`config.mk`:
```
export PLATFORM = sky130hd
export DESIGN_NAME = irqgate_top
export DESIGN_NICKNAME = d
export VERILOG_FILES = /design/src/rtl/irqgate_pkg.sv /design/src/rtl/irqgate_ack_sync.sv /design/src/rtl/irqgate_mode_ctrl.sv /design/src/rtl/irqgate_pin_mux.sv /design/src/rtl/irqgate_top.sv
export SDC_FILE = /design/constraint.sdc
export NUM_CORES = 1
export LEC_CHECK = 0
export BUFFER_PORTS_ARGS = -buffer_cell sky130_fd_sc_hd__buf_2
export CAP_MARGIN = 5
export CORE_AREA = 4 4 41 43
export CTS_CLUSTER_SIZE = 30
export DETAILED_ROUTE_END_ITERATION = 12
export DIE_AREA = 0 0 45 47
export GPL_ROUTABILITY_DRIVEN = 0
export GPL_TIMING_DRIVEN = 1
export MAX_ROUTING_LAYER = met4
export PLACE_DENSITY_LB_ADDON = 0.05
export SLEW_MARGIN = 20
export SYNTH_ARGS = -nofsm -noshare
export SYNTH_HDL_FRONTEND = slang
export SYNTH_SLANG_ARGS = --single-unit
```
`constraint.sdc`:
```
create_clock -name clk -period 1.4 [get_ports clk]
set_clock_uncertainty 0.15 [all_clocks]
set_input_delay 0.28 -clock clk [delete_from_list [all_inputs] [get_ports clk]]
set_output_delay 0.28 -clock clk [all_outputs]
set_load 0.1 [all_outputs]
```
`src/rtl/irqgate_pkg.sv`:
```
// Shared types for the boot-time interrupt pin gate.
// Assumes: nothing beyond IEEE 1800-2017.
package irqgate_pkg;

    // Operating mode; the encoding is the value seen on the status output.
    typedef enum logic {
        MODE_RUN  = 1'b0,
        MODE_BOOT = 1'b1
    } irq_mode_e;

endpackage

```
`src/rtl/irqgate_ack_sync.sv`:
```
// Acknowledge synchroniser and rising-edge detector.
// Shifts the asynchronous acknowledge through SYNC_STAGES flops, then
// emits a single-cycle pulse when the synchronised level rises.
// Assumes: SYNC_STAGES >= 2, and the acknowledge stays high for at least
// one clock period.
module irqgate_ack_sync #(
    parameter int SYNC_STAGES = 2
) (
    input  logic clk,
    input  logic rst_n,
    input  logic ack_i,
    output logic ack_edge_o
);
    localparam int MSB = SYNC_STAGES - 1;

    logic [MSB:0] sync_q;
    logic         last_q;

    // Shift the raw acknowledge through the synchroniser chain.
    always_ff @(posedge clk) begin
        if (!rst_n) sync_q <= '0;
        else        sync_q <= {sync_q[MSB-1:0], ack_i};
    end

    // Remember the previous synchronised level for edge detection.
    always_ff @(posedge clk) begin
        if (!rst_n) last_q <= 1'b0;
        else        last_q <= sync_q[MSB];
    end

    // One-cycle pulse on a rising synchronised level.
    always_comb ack_edge_o = sync_q[MSB] & ~last_q;

endmodule

```
`src/rtl/irqgate_mode_ctrl.sv`:
```
// Mode flip-flop. Reset sets boot mode, and only an acknowledge edge
// clears it to run mode. Run mode is sticky until the next reset.
// Assumes: ack_edge_i is a single-cycle pulse in the clk domain.
module irqgate_mode_ctrl
    import irqgate_pkg::*;
(
    input  logic      clk,
    input  logic      rst_n,
    input  logic      ack_edge_i,
    output irq_mode_e mode_o
);
    irq_mode_e mode_q;

    // Hold the mode; one-way change from boot to run.
    always_ff @(posedge clk) begin
        if (!rst_n)                              mode_q <= MODE_BOOT;
        else if (ack_edge_i && mode_q == MODE_BOOT) mode_q <= MODE_RUN;
    end

    // Drive the registered mode out.
    always_comb mode_o = mode_q;

endmodule

```
`src/rtl/irqgate_pin_mux.sv`:
```
// Per-pin selector: boot-code level in boot mode, live external line in
// run mode. Purely combinational, so nothing is stored and the external
// falling edges pass with no clock delay.
// Assumes: mode_i is glitch-free (it comes straight from a flop).
module irqgate_pin_mux
    import irqgate_pkg::*;
#(
    parameter int N_IRQ = 4
) (
    input  irq_mode_e          mode_i,
    input  logic [N_IRQ-1:0]   ext_irq_i,
    input  logic [N_IRQ-1:0]   boot_code_i,
    output logic [N_IRQ-1:0]   irq_o
);
    for (genvar g = 0; g < N_IRQ; g++) begin : g_lane
        // Exactly one source drives each pin at a time.
        always_comb irq_o[g] = (mode_i == MODE_BOOT) ? boot_code_i[g] : ext_irq_i[g];
    end

endmodule

```
`src/rtl/irqgate_top.sv`:
```
// Boot-time interrupt pin gate: holds the processor interrupt pins at
// boot-configuration levels until an acknowledge pulse, then passes the
// external interrupt lines through for good.
// Assumes: synchronous active-low reset; acknowledge held >= 1 clock.
module irqgate_top
    import irqgate_pkg::*;
#(
    parameter int N_IRQ       = 4,
    parameter int SYNC_STAGES = 2
) (
    input  logic             clk,
    input  logic             rst_n,
    input  logic             ack_i,
    input  logic [N_IRQ-1:0] ext_irq_i,
    input  logic [N_IRQ-1:0] boot_code_i,
    output logic [N_IRQ-1:0] irq_o,
    output logic             boot_mode_o
);
    logic      ack_edge;
    irq_mode_e mode;

    irqgate_ack_sync #(.SYNC_STAGES(SYNC_STAGES)) u_sync (
        .clk        (clk),
        .rst_n      (rst_n),
        .ack_i      (ack_i),
        .ack_edge_o (ack_edge)
    );

    irqgate_mode_ctrl u_mode (
        .clk        (clk),
        .rst_n      (rst_n),
        .ack_edge_i (ack_edge),
        .mode_o     (mode)
    );

    irqgate_pin_mux #(.N_IRQ(N_IRQ)) u_mux (
        .mode_i      (mode),
        .ext_irq_i   (ext_irq_i),
        .boot_code_i (boot_code_i),
        .irq_o       (irq_o)
    );

    // Report the mode on the status pin.
    always_comb boot_mode_o = (mode == MODE_BOOT);

endmodule

```
# == Word level (Yosys, flattened, before mapping) ==
# Index checks and enable logic that the tools add are counted.
# classes
bitwise_logic,2
n_reduce_logical,1
muxes,4
# op_table
op,count
$mux 1,4
$and 1x1->1,1
$logic_and 1x1->1,1
$not 1->1,1
# word_totals
elab_cells,10
output_inout_bits,5
ff_bits,4
inputBits,11

# == Depth between registers and ports, before layout ==
# Gate-level depths: netlist of run 1.
# depth
depth_word,3
depth_mapped,2
mapped_depth_nobuf,2

# == Cells and area by module ==
# A second synthesis of run 1 with hierarchy kept.
# hier_totals
cells_unflattened,14
area_unflattened_um2,170.2
# by_module_without_submodules
mod,area_per_inst_um2,cells_per_inst,instances
irqgate_ack_sync,92.6,7,1
irqgate_pin_mux,45.0,4,1
irqgate_mode_ctrl,32.5,3,1

# == Least setup slack after synthesis of run 1 ==
# No wires, ideal clock.
# synth_path
path_type,flip-flop to output port
startpoint,"reg u_mode.mode_q, in the netlist u_mode.mode_o"
endpoint,out irq_o[0]
arrival_time_ps,1683
path_stages_with_launch,2
t_required_ps,970
setup_slack_ps,-713
path_cell_list,dfxtp_1 > mux2_2
# synth_between
elab_chain_len,1
# synth_lines
item,line_no,text
from (decl),irqgate_mode_ctrl.sv:12,irq_mode_e mode_q;
from (signal assigned),irqgate_mode_ctrl.sv:16,if (!rst_n) mode_q <= MODE_BOOT;
from (signal assigned),irqgate_mode_ctrl.sv:17,else if (ack_edge_i && mode_q == MODE_BOOT) mode_q <= MODE_RUN;
$mux 1,irqgate_pin_mux.sv:17,always_comb irq_o[g] = (mode_i == MODE_BOOT) ? boot_code_i[g] : ext_irq_i[g];
to (decl),irqgate_top.sv:16,"output logic [N_IRQ-1:0] irq_o,"
# No other way between the ends.

# == Worst setup path in the final report of run 1 ==
# layout_path
startpoint,"reg u_mode.mode_q, in the netlist u_mode.mode_o"
endpoint,out irq_o[3]
# The elaborated chain is that of the path after synthesis.

==> metrics.md, run 1 <==
| Metric | Value |
|---|---|
| Status | finished, violations left |
| Failing checks | negative setup slack |
| Vias in the first global route | 193 |
| Die area | 2120 um2 |
| Routed WL | 517 um |
| Top post-synthesis cells by count | 4 x dfxtp_1, 4 x mux2_2, 3 x and2_1 |
| Syn avg cell area | 11.4 um2 |
| Worst skew pair latency | 0.24 ns |
| Overflow after GRT | 0 |
| Hold Fails Final Rpt | 0 |
| Synth top area cells | dfxtp_1 50%, mux2_2 28%, and2_1 12%, nor2b_1 3.9%, o21ai_0 3.1% |
| Final nets | 46 |
| CTS tree | yes |
| Layout cells sized above 1 | 70.6% |
| CTS sink cnt | 4 |
| Worst min path class | in -> reg |
| First-pass GRT wire length | 876 um |
| Die W | 45 um |
| Placed cell count | 44 |
| YS warnings | 0 |
| DR vias | 174 |
| CTS Buf Count | 3 |
| # diodes | 0 |
| WL met2 | 289 um |
| Flop and latch count out of synthesis | 4 |
| I/O Buffers | 15 |
| Hold buffer count at CTS | 0 |
| Initial antenna violation count | 0 |
| Clk slew on worst S/H paths | 0.04 ns |
| Fill cells | 141 |
| Total track usage | 7.01% |
| Fmax | 0.646 GHz |
| Post-route antenna net violation count | 0 |
| Die Ht | 47 um |
| CP Class | reg -> out |
| Mapped Area | 159 um2 |
| Yosys top cell by area | dfxtp_1 |
| Max Cap Viol | 0 |
| CP required | 0.97 ns |
| H-tree depth | 1 |
| Top_reg_cell synth | dfxtp_1 |
| Post-Syn Nets | 25 |
| Worst setup EP type | primary output |
| Deepest clock path buffer count | 2 |
| Core Region | 1300 um2 |
| WL met3 | 28 um |
| Leak | 0.199 nW |
| Arrival @ worst endpoint | 1.12 ns |
| Drt wl/cell | 10.6 um |
| Final setup violation count | 4 |
| RSZ-0062 raised after global routing | yes |
| Max IR drop VDD | 409 uV |
| Tmin final | 1.55 ns |
| Synth top area share | 50.4% |
| Resized cells post-CTS | 0 |
| Initial drt markers | 0 |
| Minimum hold slack | 0.0979 ns |
| Drt drc | 0 |
| Distinct cells, synth | 6 |
| 1st-pass router iterations | 1 |
| Final worst slack | -0.149 ns |
| Fin. max-slew vios | 0 |
| I/O Pins | 16 |
| Met1 Wirelength | 198 um |
| Highest routed layer | met3 |
| Power per cell area | 1160 nW/um2 |
| Root buffer cell | clkbuf_4 |
| Final Cycle Share | 111% |
| Slew headroom | 90.0% |
| DPL Wire Length | 472 um |
| Register area share after synthesis | 50.4% |
| Rows | 13 |
| P&R area growth vs syn | 139% |
| Initial Util | 12.2% |
| Via density | 3.55 |
| Final std cells w/o fill | 49 |
| Post-synth EDFFs | 0 |
| CP Launch Type | flop |
| Post-synth ARST share | 0% |
| Largest net degree at the start of global routing | 7 |
| Critical path fanouts, max | 6 |
| Cells after Synth | 14 |
| Worst Max-Slew Pin Slew | 0.148 ns |
## logic make-up (layout without fill, tap and decap cells)
group	count (synthesis)	in the layout	synth area share (%)
simple gates	4	4	15.8
mux	4	4	28.3
buf+inv	1	21	2.36
compound gates	1	1	3.15
flops	4	4	50.4
## critical path, cell delays in order (launching register included)
cell,delay [ns]
dfxtp_4,0.38
mux2_4,0.33
buf_12,0.17
## path summary, 6_finish.rpt
kind | start | to | slack, ns | depth (start not counted)
worst max-delay path | u_mode.mode_o | irq_o[3] | -0.15 | 2
worst min register to register | u_sync.sync_q[1] | u_sync.last_q | 0.30 | 1
worst max register to register | u_mode.mode_o | u_mode.mode_o | 0.57 | 2
worst min-delay path | ack_i | u_sync.sync_q[0] | 0.1 | 2
## power by group
| part | leakage [nW] | switching (mW) | internal (mW) |
|---|---|---|---|
| Sequential | 0.0329 | 0.00439 | 0.119 |
| Clock | 0.0150 | 0.0470 | 0.107 |
| Combinational | 0.151 | 0.0959 | 0.0669 |
| Total | 0.199 | 0.147 | 0.293 |
## layout by cell type (no fill, tap or decap)
cell	netlist	layout
clkbuf_4	0	3
clkbuf_1	0	1
nor2b_1	1	1
buf_12	0	5
mux2_4	0	4
buf_4	0	1
buf_2	0	10
dfxtp_1	4	3
o21ai_0	1	1
and2_1	3	3
dfxtp_4	0	1
inv_1	1	1
## layer usage
metal | up-vias | track usage, %
li1 | 86 | -
met4 | 0 | 8.77
met3 | 0 | 3.45
met5 | - | -
met1 | 80 | 6.35
met2 | 8 | 9.60
## final cells by class
class	count	area (um2)	area share (%)
Multi-Input combinational cell	9	90.1	23.7
Timing Repair Buffer	16	158	41.4
Clock buffer	4	26.3	6.91
Tap cell	15	18.8	4.93
Sequential cell	4	83.8	22.0
Inverter	1	3.75	0.987
## flip-flops by register name (all words and copies together) (netlist names)
register	count
u_sync.sync_q	2
u_mode.mode_o	1
u_sync.last_q	1
## metrics by stage
stage               setup slack [ns]  area [um2]  total power, mW  TNS [ns]  utilization [%]
floorplan                    -0.0561         178            0.223    -0.224                -
global placement              0.0872         347            0.286         0             26.6
detailed placement            0.0780         347            0.287         0             26.6
CTS                           -0.166         380            0.452    -0.645             29.2
global route                  -0.189         380            0.472    -0.737             29.2
finish                        -0.149         380            0.440    -0.574             29.2
## repair_timing
action,in CTS,in global routing
buffers inserted,1,0
pin swaps,0,0
endpoints found under the setup margin,4,4
No activity file was read; power rests on OpenSTA's default activity.
==> run 2, diff against run 1 <==
- CORE_AREA: 4 4 41 43 -> 2 2 39 41
- DIE_AREA: 0 0 45 47 -> 0 0 41 43
- HOLD_SLACK_MARGIN: not set -> 0.12
==> run 2 against run 1 <==
Effect of this change:
- the run still ends with negative setup slack left
- largest power group unchanged
- sequential cell count stayed put
- sequential power about the same
- combinational power hardly changed
==> metrics.md, run 2 (synthesized netlist as in run 1, its figures left out) <==
| Metric | Value |
|---|---|
| P&R area growth vs syn | 153% |
| I/O Buffers | 15 (unchanged) |
| CP required | 0.97 ns (about the same) |
| CTS sink cnt | 4 (unchanged) |
| Die Ht | 43 um (-8.5%) |
| Power per cell area | 1110 nW/um2 (-4.2%) |
| Fmax | 0.645 GHz (-0.16%) |
| First-pass GRT wire length | 724 um (-17%) |
| Post-route antenna net violation count | 0 (unchanged) |
| Worst Max-Slew Pin Slew | 0.110 ns (-0.0380 ns) |
| Core Region | 1380 um2 (+6.3%) |
| 1st-pass router iterations | 1 (unchanged) |
| Final worst slack | -0.151 ns (-0.00250 ns) |
| Clk pwr share | 35.0% (about the same) |
| CTS Buf Count | 3 (unchanged) |
| Worst min path class | reg -> reg |
| Die W | 41 um (-8.9%) |
| Drt drc | 0 (unchanged) |
| Failing checks | negative setup slack |
| Total negative slack | -0.576 ns (-0.00188 ns) |
| H-tree depth | 1 (unchanged) |
| Post-Place Setup Slack | 0.0774 ns (-0.000615 ns) |
| Final setup violation count | 4 (unchanged) |
| Flop pwr share | 27.7% (-0.3 points) |
| Resized cells post-CTS | 0 (unchanged) |
| Switching Fraction | 33.4% (-0.071 points) |
| Biggest register | u_sync.sync_q |
| Worst skew pair latency | 0.24 ns (about the same) |
| Fin. max-slew vios | 0 (unchanged) |
| Status | finished, violations left |
| Vias in the first global route | 175 (-9.3%) |
| Rows | 14 (+1) |
| CTS tree | yes |
| Worst setup EP type | primary output |
| Clk slew on worst S/H paths | 0.04 ns (about the same) |
| Overflow after GRT | 0 (unchanged) |
| Arrival @ worst endpoint | 1.12 ns (about the same) |
| Layout cells sized above 1 | 66.7% (-3.9 points) |
| Critical path fanouts, max | 6 (unchanged) |
| Via density | 3.42 (-3.6%) |
| NetSw | 0.149 mW (+0.92%) |
| Final Cycle Share | 111% (+0.18 points) |
| Initial Util | 11.5% (-0.73 points) |
| Root buffer cell | clkbuf_4 |
| Tmin final | 1.55 ns (+0.00250 ns) |
| Die area | 1760 um2 (-17%) |
| CP Class | reg -> out |
| Power Total | 0.445 mW (+1.1%) |
| # diodes | 0 (unchanged) |
| Number of flip-flops in the largest register | 2 (unchanged) |
| Final nets | 48 (+4.3%) |
| Initial drt markers | 0 (unchanged) |
| Max Cap Viol | 0 (unchanged) |
| Total track usage | 6.89% (-0.12 points) |
| DR vias | 178 (+2.3%) |
| Drt wl/cell | 8.63 um (-18%) |
| I/O Pins | 16 (unchanged) |
| Max IR drop VDD | 405 uV (-0.88%) |
| Largest net degree at the start of global routing | 7 (unchanged) |
| Commonest non-fill, non-tap cell in the layout | buf_2 |
| Slew headroom | 92.6% (+2.6 points) |
| RSZ-0062 raised after global routing | yes |
| Leak | 0.207 nW (+4.2%) |
| Hold Fails Final Rpt | 0 (unchanged) |
| Most frequent cells in the layout | 10 x buf_2, 5 x buf_12, 4 x mux2_4 |
| Initial antenna violation count | 0 (unchanged) |
| CP Launch Type | flop |
| Combinational share of power | 37.3% (+0.3 points) |
| Routed WL | 449 um (-13%) |
| Deepest clock path buffer count | 2 (unchanged) |
| Power Internal | 0.296 mW (+1.2%) |
## run 2: critical path: stages, from the launching register on
cell     delay, ns
dfxtp_4       0.38
mux2_4        0.33
buf_12        0.17
## run 2: per-stage QoR
stage               hold slack (ns)  std cells  utilization (%)  instance area (um2)
finish                        0.299         52             29.0                  402
global route                  0.325         52             29.0                  402
CTS                           0.306         52             29.0                  402
detailed placement            0.285         45             25.1                  348
global placement              0.274         45             25.1                  348
floorplan                     0.205         14                -                  178
## run 2: power groups by stage
stage	clock (mW)	sequential (mW)	combinational [mW]
after floorplan	0	0.135	0.0878
after global placement	0	0.126	0.161
after detailed placement	0	0.126	0.160
after CTS	0.165	0.123	0.168
after global routing	0.167	0.124	0.173
final	0.156	0.123	0.166
## run 2: area by class of cell
type                       instances  area, um2
tap                               16       20.0
multi-input combinational          9       90.1
inverter                           1       3.75
timing repair buffer              18        178
sequential                         4       83.8
clock buffer                       4       26.3
fill                             148        982
## run 2: path summary, 6_finish.rpt
check | end | from | slack [ns] | cells after the start
setup reg to reg | u_mode.mode_o | u_mode.mode_o | 0.61 | 2
hold reg to reg | u_sync.sync_q[1] | u_sync.sync_q[0] | 0.30 | 1
hold / removal | u_sync.sync_q[1] | u_sync.sync_q[0] | 0.30 | 1
setup / recovery | irq_o[3] | u_mode.mode_o | -0.15 | 2
## run 2: metal layers
layer,GRT usage [%],vias up,share of wire [%]
met5,-,-,0
met4,8.00,0,3.8
met3,2.09,2,11
met2,11.3,10,55
met1,4.82,76,30
li1,-,90,-
## run 2: repair_timing
action | in CTS | in global routing
setup endpoints to repair | 4 | 4
pin swaps | 0 | 0
setup buffers | 1 | 0
hold buffers | 2 | 0
gates cloned | 0 | 0
endpoints found under the hold margin | 2 | 0
==> run 3, diff against run 2 <==
--- a/config.mk
+++ b/config.mk
@@ -20,3 +20,4 @@
 export SYNTH_ARGS = -nofsm -noshare
 export SYNTH_HDL_FRONTEND = slang
+export SYNTH_HIERARCHICAL = 1
 export SYNTH_SLANG_ARGS = --single-unit
==> constraint.sdc (replaced) <==
create_clock -name clk -period 1.4 [get_ports clk]
set_clock_uncertainty 0.15 [all_clocks]
set_input_delay 0.21 -clock clk [delete_from_list [all_inputs] [get_ports clk]]
set_output_delay 0.21 -clock clk [all_outputs]
set_load 0.1 [all_outputs]
==> run 3 against run 2 <==
Effect of this change:
- the run still ends with negative setup slack left
- die area unchanged
- fmax rose by 5.8%
- sequential share of layout area fell by 0.57 points
- via count increased by 0.56%
- final cell count stayed put
- cell area rose by 2.8%
- sequential cell count unchanged
- clock power about the same
- critical endpoint is now irq_o[2]
==> metrics.md, run 3 <==
| Metric | Value |
|---|---|
| Yosys top cell by area | dfxtp_1 |
| Number of flip-flops in the largest register | 2 (unchanged) |
| H-tree depth | 1 (unchanged) |
| Largest family of logic cells by synthesized area | multiplexers |
| Placed cell count | 46 (+2.2%) |
| Worst R2R Start | u_mode/mode_o |
| Root buffer cell | clkbuf_4 |
| Initial antenna violation count | 0 (unchanged) |
| Initial Util | 12.3% (+0.81 points) |
| Slowest stage delay, CP | 0.38 ns (about the same) |
| I/O Buffers | 15 (unchanged) |
| Core Region | 1380 um2 (unchanged) |
| Post-synth EDFFs | 0 (unchanged) |
| Deepest clock path buffer count | 2 (unchanged) |
| Slew headroom | 93.4% (+0.84 points) |
| Top post-synthesis cells by count | 4 x dfxtp_1, 4 x mux2_2, 3 x and2_1 |
| Hold Fails Final Rpt | 0 (unchanged) |
| Routed WL | 553 um (+23%) |
| Post-Syn Nets | 25 (unchanged) |
| Total track usage | 8.64% (+1.7 points) |
| Post-route antenna net violation count | 0 (unchanged) |
| Max IR drop VDD | 398 uV (-1.8%) |
| Clk slew on worst S/H paths | 0.04 ns (about the same) |
| Cells after Synth | 14 (unchanged) |
| Final instance area | 413 um2 (+2.8%) |
| Drt drc | 0 (unchanged) |
| Overflow after GRT | 0 (unchanged) |
| CP Class | reg -> out |
| Final std cells w/o fill | 52 (unchanged) |
| Arrival @ worst endpoint | 1.11 ns (about the same) |
| Final worst slack | -0.0667 ns (+0.0844 ns) |
| 1st-pass router iterations | 1 (unchanged) |
| Biggest register | u_sync/sync_q |
| Final Cycle Share | 105% (-6.0 points) |
| Placed cell area | 292 um2 (-16%) |
| DR vias | 179 (+0.56%) |
| P&R area growth vs syn | 143% |
| Highest-delay cell along the critical path | dfxtp_4 |
| CTS tree | yes |
| Synth top area share | 47.1% (-3.3 points) |
| First-pass GRT wire length | 931 um (+29%) |
| Drt wl/cell | 10.6 um (+23%) |
| Compound-cell area share of the yosys netlist | 5.15% (+2.0 points) |
| Fmax | 0.682 GHz (+5.8%) |
| Via density | 3.44 (+0.56%) |
| I/O Pins | 16 (unchanged) |
| Synth top area cells | dfxtp_1 47%, mux2_2 26%, and2_1 11%, nor2b_4 8.1%, o21ai_2 5.1% |
| # diodes | 0 (unchanged) |
| Syn avg cell area | 12.2 um2 (+7.1%) |
| Most frequent cells in the layout | 10 x buf_2, 5 x buf_12, 4 x mux2_4 |
| Die area | 1760 um2 (unchanged) |
| Top_reg_cell synth | dfxtp_1 |
| Status | finished, violations left |
| CTS Buf Count | 3 (unchanged) |
| Multiplexer area fraction after synthesis | 26.5% (-1.9 points) |
| Worst Max-Slew Pin Slew | 0.0982 ns (-0.0116 ns) |
| Critical Path Start | u_mode/mode_o |
| Initial drt markers | 0 (unchanged) |
| CTS sink cnt | 4 (unchanged) |
| Commonest non-fill, non-tap cell in the layout | buf_2 |
| YS warnings | 6 (+6) |
| CP required | 1.04 ns (+0.07 ns) |
| Flop and latch count out of synthesis | 4 (unchanged) |
| Crit path cell chain | mux2_4, buf_12 |
| Power Total | 0.449 mW (+0.94%) |
| Failing checks | negative setup slack |
| Fin. max-slew vios | 0 (unchanged) |
| Synth Area in Simple Gates | 19.1% (+3.4 points) |
| Distinct cells, synth | 6 (unchanged) |
| Reg2Reg Depth | 3 (+1) |
| Leak | 0.209 nW (+1.0%) |
| Worst min path class | reg -> reg |
| Die Ht | 43 um (unchanged) |
| Worst skew pair latency | 0.23 ns (about the same) |
| Largest net degree at the start of global routing | 6 (-1) |
| Min-delay src | u_sync/sync_q[0] |
| Power per cell area | 1090 nW/um2 (-1.8%) |
| DPL Wire Length | 389 um |
| Layout cells sized above 1 | 72.2% (+5.6 points) |
| Mapped Area | 170 um2 (+7.1%) |
| Final setup violation count | 4 (unchanged) |
| Die W | 41 um (unchanged) |
| Hold Path Cell Cnt | 1 (unchanged) |
| Critical path fanouts, max | 5 (-1) |
| Post-synth ARST share | 0% (unchanged) |
| CP Launch Type | flop |
| Register area share after synthesis | 47.1% (-3.3 points) |
| Post-synthesis adder-cell area fraction | 0% (unchanged) |
| Final nets | 48 (unchanged) |
| Rows | 14 (unchanged) |
| Max Cap Viol | 0 (unchanged) |
| Tmin final | 1.47 ns (-0.0844 ns) |
| Vias in the first global route | 218 (+25%) |
| Xor/xnor share of the synthesized area | 0% (unchanged) |
| Post-Place Setup Slack | 0.0604 ns (-0.0170 ns) |
| RSZ-0062 raised after global routing | yes |
| Worst setup EP type | primary output |
==> run 3: cells by family (layout without fill, tap and decap cells) <==
kind of cell	count (synthesis)	count (layout)
AND/OR/NAND/NOR	4	4
multiplexers	4	4
AO/OA/AOI/OAI	1	1
flip-flops	4	4
buffers and inverters	1	23
==> run 3: final cells by class <==
type,count,area (um2)
Clock buffer,4,26.3
Fill cell,143,971
Inverter,1,3.75
Multi-Input combinational cell,9,101
Sequential cell,4,83.8
Tap cell,16,20.0
Timing Repair Buffer,18,178
==> run 3: path summary, 6_finish.rpt <==
kind / to / slack, ns
setup / recovery: irq_o[2] / -0.07
hold / removal: u_sync/sync_q[1] / 0.30
setup reg to reg: u_mode/mode_o / 0.50
hold reg to reg: u_sync/sync_q[1] / 0.30
==> run 3: per-layer routing <==
layer | vias to the layer above | routed length, um | GRT usage [%]
met5 | - | 0 | -
met4 | 0 | 0 | 8.00
met3 | 0 | 14 | 1.57
met2 | 4 | 368 | 14.1
met1 | 86 | 170 | 7.72
li1 | 89 | - | -
==> run 3: repair_timing <==
| item | in CTS | in global routing |
|---|---|---|
| hold buffers | 2 | 0 |
| resized for setup | 20 | 0 |
| buffers inserted | 0 | 0 |
| endpoints found under the hold margin | 4 | 0 |
| endpoints found under the setup margin | 4 | 4 |
==> run 3: stage by stage <==
stage	hold WS, ns	util (%)	setup TNS, ns
floorplan	0.119	-	-0.386
global placement	0.269	21.1	0
detailed placement	0.271	21.1	0
CTS	0.300	29.8	-0.300
global route	0.310	29.8	-0.387
finish	0.295	29.8	-0.264
==> run 3: power breakdown <==
part / leakage [nW] / total [mW] / switching [mW] / internal (mW)
Clock: 0.0150 / 0.154 / 0.0474 / 0.107
Combinational: 0.161 / 0.171 / 0.0992 / 0.0723
Sequential: 0.0329 / 0.123 / 0.00454 / 0.119
==> run 3: worst max-delay path, delay by kind of cell, from the launching register on <==
family / cells / cell delay (ns)
buffers and inverters: 1 / 0.17
multiplexers: 1 / 0.32
flip-flops: 1 / 0.38
